**src/rtl/nb_pkg.sv**
```systemverilog
`timescale 1ns/1ps
package nb_pkg;

  // Blanking times in tenths of a microsecond, indexed by select code.
  function automatic int unsigned blank_tenths_us(input logic [1:0] code);
    case (code)
      2'd0:    return 380;
      2'd1:    return 255;
      2'd2:    return 320;
      default: return 220;
    endcase
  endfunction

  // Cycles for one code, rounded to nearest: tenths * kHz / 10000.
  function automatic int unsigned blank_cycles(input logic [1:0] code,
                                               input int unsigned clk_khz);
    return (blank_tenths_us(code) * clk_khz + 5000) / 10000;
  endfunction

  function automatic int unsigned max_blank_cycles(input int unsigned clk_khz);
    int unsigned m;
    m = 0;
    for (int i = 0; i < 4; i++) begin
      if (blank_cycles(2'(i), clk_khz) > m) m = blank_cycles(2'(i), clk_khz);
    end
    return m;
  endfunction

endpackage

```
**src/rtl/nb_edge_detect.sv**
```systemverilog
`timescale 1ns/1ps
module nb_edge_detect (
  input  logic clk,
  input  logic rst_n,
  input  logic level_i,
  input  logic gate_i,
  output logic rise_o
);
  logic level_q;

  always_ff @(posedge clk or negedge rst_n) begin
    if (!rst_n) level_q <= 1'b0;
    else        level_q <= level_i;
  end

  assign rise_o = level_i & ~level_q & gate_i;
endmodule

```
**src/rtl/nb_width_sel.sv**
```systemverilog
`timescale 1ns/1ps
module nb_width_sel #(
  parameter int unsigned CLK_KHZ = 100000,
  parameter int unsigned CW      = 12
) (
  input  logic [1:0]    code_i,
  output logic [CW-1:0] cycles_o
);
  logic [CW-1:0] table_w [4];

  for (genvar g = 0; g < 4; g++) begin : g_entry
    localparam int unsigned ENTRY = nb_pkg::blank_cycles(2'(g), CLK_KHZ);
    assign table_w[g] = CW'(ENTRY);
  end

  assign cycles_o = table_w[code_i];
endmodule

```
**src/rtl/nb_hold_timer.sv**
```systemverilog
`timescale 1ns/1ps
module nb_hold_timer #(
  parameter int unsigned CW = 12
) (
  input  logic          clk,
  input  logic          rst_n,
  input  logic          load_i,
  input  logic [CW-1:0] load_val_i,
  input  logic          clear_i,
  output logic [CW-1:0] count_o,
  output logic          active_o
);
  logic [CW-1:0] count_q;

  always_ff @(posedge clk or negedge rst_n) begin
    if (!rst_n)              count_q <= '0;
    else if (clear_i)        count_q <= '0;
    else if (load_i)         count_q <= load_val_i;
    else if (count_q != '0)  count_q <= count_q - CW'(1);
  end

  assign count_o  = count_q;
  assign active_o = (count_q != '0);
endmodule

```
**src/rtl/nb_pulse_former.sv**
```systemverilog
`timescale 1ns/1ps
module nb_pulse_former #(
  parameter int unsigned CLK_KHZ = 100000
) (
  input  logic       clk,
  input  logic       rst_n,
  input  logic       trig_i,
  input  logic       blank_en_i,
  input  logic [1:0] blank_sel_i,
  output logic       hold_n_o
);
  localparam int unsigned MAX_CYC = nb_pkg::max_blank_cycles(CLK_KHZ);
  localparam int unsigned CW      = $clog2(MAX_CYC + 1);

  logic          trig_edge;
  logic [CW-1:0] load_val;
  logic [CW-1:0] count_q;
  logic          hold_active;

  nb_edge_detect u_edge (
    .clk     (clk),
    .rst_n   (rst_n),
    .level_i (trig_i),
    .gate_i  (blank_en_i),
    .rise_o  (trig_edge)
  );

  nb_width_sel #(.CLK_KHZ(CLK_KHZ), .CW(CW)) u_wsel (
    .code_i   (blank_sel_i),
    .cycles_o (load_val)
  );

  nb_hold_timer #(.CW(CW)) u_timer (
    .clk        (clk),
    .rst_n      (rst_n),
    .load_i     (trig_edge),
    .load_val_i (load_val),
    .clear_i    (~blank_en_i),
    .count_o    (count_q),
    .active_o   (hold_active)
  );

  assign hold_n_o = ~hold_active;
endmodule

```
**config.mk**
```make
export PLATFORM = sky130hd
export DESIGN_NAME = nb_pulse_former
export DESIGN_NICKNAME = d
export VERILOG_FILES = /design/src/rtl/nb_pkg.sv /design/src/rtl/nb_edge_detect.sv /design/src/rtl/nb_width_sel.sv /design/src/rtl/nb_hold_timer.sv /design/src/rtl/nb_pulse_former.sv
export SDC_FILE = /design/constraint.sdc
export NUM_CORES = 1
export LEC_CHECK = 0
export BUFFER_PORTS_ARGS = -buffer_cell sky130_fd_sc_hd__buf_4
export CAP_MARGIN = 20
export CORE_UTILIZATION = 40
export CTS_CLUSTER_SIZE = 25
export DETAILED_ROUTE_END_ITERATION = 7
export HOLD_SLACK_MARGIN = 0.15
export PLACE_DENSITY = 0.55
export SLEW_MARGIN = 30
export SYNTH_ARGS = -nofsm -noshare
export SYNTH_HDL_FRONTEND = slang
export SYNTH_HIERARCHICAL = 1
export SYNTH_SLANG_ARGS = --single-unit
```
**constraint.sdc**
```tcl
create_clock -name clk -period 1.9 [get_ports clk]
set_input_delay 0.475 -clock clk [delete_from_list [all_inputs] [get_ports clk]]
set_output_delay 0.475 -clock clk [all_outputs]
set_load 0.005 [all_outputs]
```
==> results_dict.tcl <==
set metrics [dict create \
    design.portCount 7 \
    unrepaired_setup_endpoints_after_global_routing "true" \
    stdcell_area_um2 1064 \
    power_dens_cells_nw_per_um2 1496 \
    floorplan.die.width_um 49.79 \
    multi_input_area_um2 520.5 \
    skew_ns 0.01102 \
    groute.usage.overall 0.1700 \
    final-hold-violation-count 0 \
    ys_top_cells_by_area "dfrtp_1 (36%), ha_1 (8.2%), xor2_1 (6.7%), nor2_1 (6.2%), a211oi_1 (4.9%)" \
    num-nets-final 120 \
    hold_path.startpoint "trig_i" \
    dpl.hpwl_um 1213 \
    ctsRootBufferMaster "clkbuf_4" \
    firstDrtPassIters 4 \
    setup_viol_count_final 0 \
    ys.warnings.count 6 \
    synth-edff-count 0 \
    first_pass_grt_wire_length_um 3063 \
    num-fill-cells 206 \
    worstPathMaxFanout 3 \
    design_power_total_mw 1.591 \
    beginning_of_the_worst_register_to_register_path "u_timer/count_o[4]" \
    drc 0 \
    num_vias 682 \
    post_synth_num_cell_types 31 \
    synthDominantCellAreaShare 0.3562 \
    global_route_total_overflow 0 \
    synth-main-ff-cell "dfrtp_1" \
    timing.hold.worst_path_depth 1 \
    kind_of_launch_point_of_the_worst_setup_path "flop" \
    initial_utilization 0.4430 \
    final_critical_path_setup_slack_ns 0.02962 \
    max-vdd-ir-drop_mv 0.5915 \
    whs_endpoint "u_edge/level_q" \
    routedWlPerCell_um 12.81 \
    die-area_um2 2479 \
    place.gp.congestion 0.8048 \
    tritoncts "built" \
    routed_wl_um 1717 \
    route.antenna.remaining_nets 0 \
    postSynthCellCount 96 \
    placedCellCount 125 \
    yosysSeqAreaShare 0.3562 \
    cts_inserted_buffers 3 \
    syn_area_per_cell_um2 9.514 \
    static_power_due_to_leakage_nw 0.5098 \
    reg2reg_setup_slack_ns 0.13 \
    final_core_utilization 0.5158 \
    criticalPathCategory "flop to output port" \
    synth_area_um2 913.4 \
    syn_to_final_growth_pct 16.44 \
    max_freq_mhz 534.7 \
    antenna_cells_inserted 0 \
    post_route_cells_drive_above_1_share 0.2243 \
    clk_lat_worst_skew_ns 0.28 \
    count_of_cells_along_the_worst_register_to_register_path 6 \
    cts_num_sinks 13 \
    crit_path_time_final_ns 1.870 \
    detail_route.vias_per_cell 5.090 \
    timing.critical_path.required_ns 1.42 \
    setup.worst_path.end_class "output port" \
    die-height_um 49.79 \
    clk_transition_reported_paths_ns 0.09 \
    combined_flip_flop_and_latch_cell_area_um2 325.3 \
    maxCapViolCount 0 \
    result_of_the_run "complete, no violations" \
    ys_ff_latch 13 \
    worstReg2RegEnd "u_timer/count_o[5]" \
    core-area_um2 2062 \
    drtIter0Drc 5 \
    clock_tree.htree_level_count 1 \
    floorplan.rows 16 \
    synth_largest_area_cell "dfrtp_1" \
    buffers_from_clock_root_to_sink_at_most 2 \
    critPathArrivalTime_ns 1.40 \
    layoutNonFillerInstCount 134 \
    port-buffer-count 6 \
    grt_pass1_vias 687 \
    async_flop_share 1.000 \
    finalCritPeriodShare 0.9844 \
    pin_count_of_the_biggest_net_entering_global_routing 14 \
    placedInstanceArea_um2 977.2 \
    final_max_slew_viol_count 0 \
    placement.setup.worst_slack_ns 0.1478 \
    timing.hold.worst.class "input port to flop" \
    grt_antenna_before_repair 0 \
]
[final cells by class]
class / count / area share
Clock buffer: 4 / 0.02471
Timing Repair Buffer: 14 / 0.1165
Sequential cell: 13 / 0.3059
Tap cell: 27 / 0.03176
Inverter: 9 / 0.03176
Multi-Input combinational cell: 67 / 0.4894
[how the worst max path moves through the flow]
stage	endpoint	cells past startpoint	start	slack, ns
CTS	hold_n_o	4	u_timer/count_o[3]	0.005
detailed placement	hold_n_o	4	u_timer/count_o[7]	0.15
finish	hold_n_o	4	u_timer/count_o[4]	0.03
floorplan	hold_n_o	3	u_timer/count_o[4]	0.26
global route	hold_n_o	4	u_timer/count_o[4]	-0.05
global placement	hold_n_o	4	u_timer/count_o[7]	0.16
[placed cells by master, fill, tap and decap left out, types with 2 or more instances in the layout]
cell,instances
nand3_1,3
dfrtp_1,13
nand4b_1,2
nand2_1,3
ha_1,6
a21oi_1,2
inv_1,7
nor3_1,2
clkbuf_4,3
nor4_4,2
a211oi_1,6
nor2_1,15
a221o_1,2
conb_1,3
buf_4,11
a211oi_2,2
xor2_1,7
nor4_1,2
[logic make-up (layout without fill, tap and decap cells)]
family / after synthesis / count (layout) / share of synthesized area
AND/OR/NAND/NOR: 35 / 35 / 0.2370
buffers and inverters: 17 / 27 / 0.09588
adder cells (fa/ha/maj): 6 / 6 / 0.08219
AO/OA/AOI/OAI: 15 / 15 / 0.1438
XOR/XNOR: 8 / 8 / 0.07672
flip-flops: 13 / 13 / 0.3562
other: 2 / 3 / 0.008222
[Yosys cell counts, drive strengths merged (2+ instances only)]
| library cell | instances |
|---|---|
| conb | 2 |
| nor4 | 4 |
| buf | 7 |
| a211oi | 8 |
| dfrtp | 13 |
| xor2 | 7 |
| nand4b | 3 |
| inv | 8 |
| ha | 6 |
| a21oi | 2 |
| a221o | 2 |
| nand3 | 3 |
| nor3 | 2 |
| nor2 | 15 |
| nand2 | 3 |
[sequential cells by signal, summed over array words and instances, names as in the netlist]
name / flops
u_timer/count_o: 12
u_edge/level_q: 1
[stage by stage]
| stage | setup TNS (ns) | hold slack (ns) |
|---|---|---|
| after floorplan | 0 | 0.1794 |
| after global placement | 0 | 0.3350 |
| after detailed placement | 0 | 0.3345 |
| after CTS | 0 | 0.2978 |
| after global routing | -0.05417 | 0.2856 |
| final | 0 | 0.3044 |
[repair_timing]
item                       in CTS  in global routing
hold endpoints to repair       13                  0
setup buffers                   2                  2
hold buffers                    1                  0
gates resized for setup         2                  3
setup endpoints to repair       1                  1
pin swaps                       3                  3
[worst max-delay path, cell delays in order, from the launching register on]
cell and delay (ns):
dfrtp_1 0.43, nor4_4 0.40, nand4b_4 0.14, inv_2 0.07
buf_6 0.08
[per-layer routing]
layer  global-route usage  vias to the layer above  part of all wire
met4              0.02857                        0            0.0070
met2               0.2883                       10              0.49
li1                     -                      342                 -
met3              0.06481                        2             0.043
met5                    0                        -                 0
met1               0.2054                      328              0.46
[power by group]
part	leakage (nW)	switching [mW]	internal (mW)
clock	0.0150	0.0934	0.0814
sequential	0.170	0.132	0.387
combinational	0.325	0.432	0.466
Note: power is estimated with default switching activity, not from simulation.
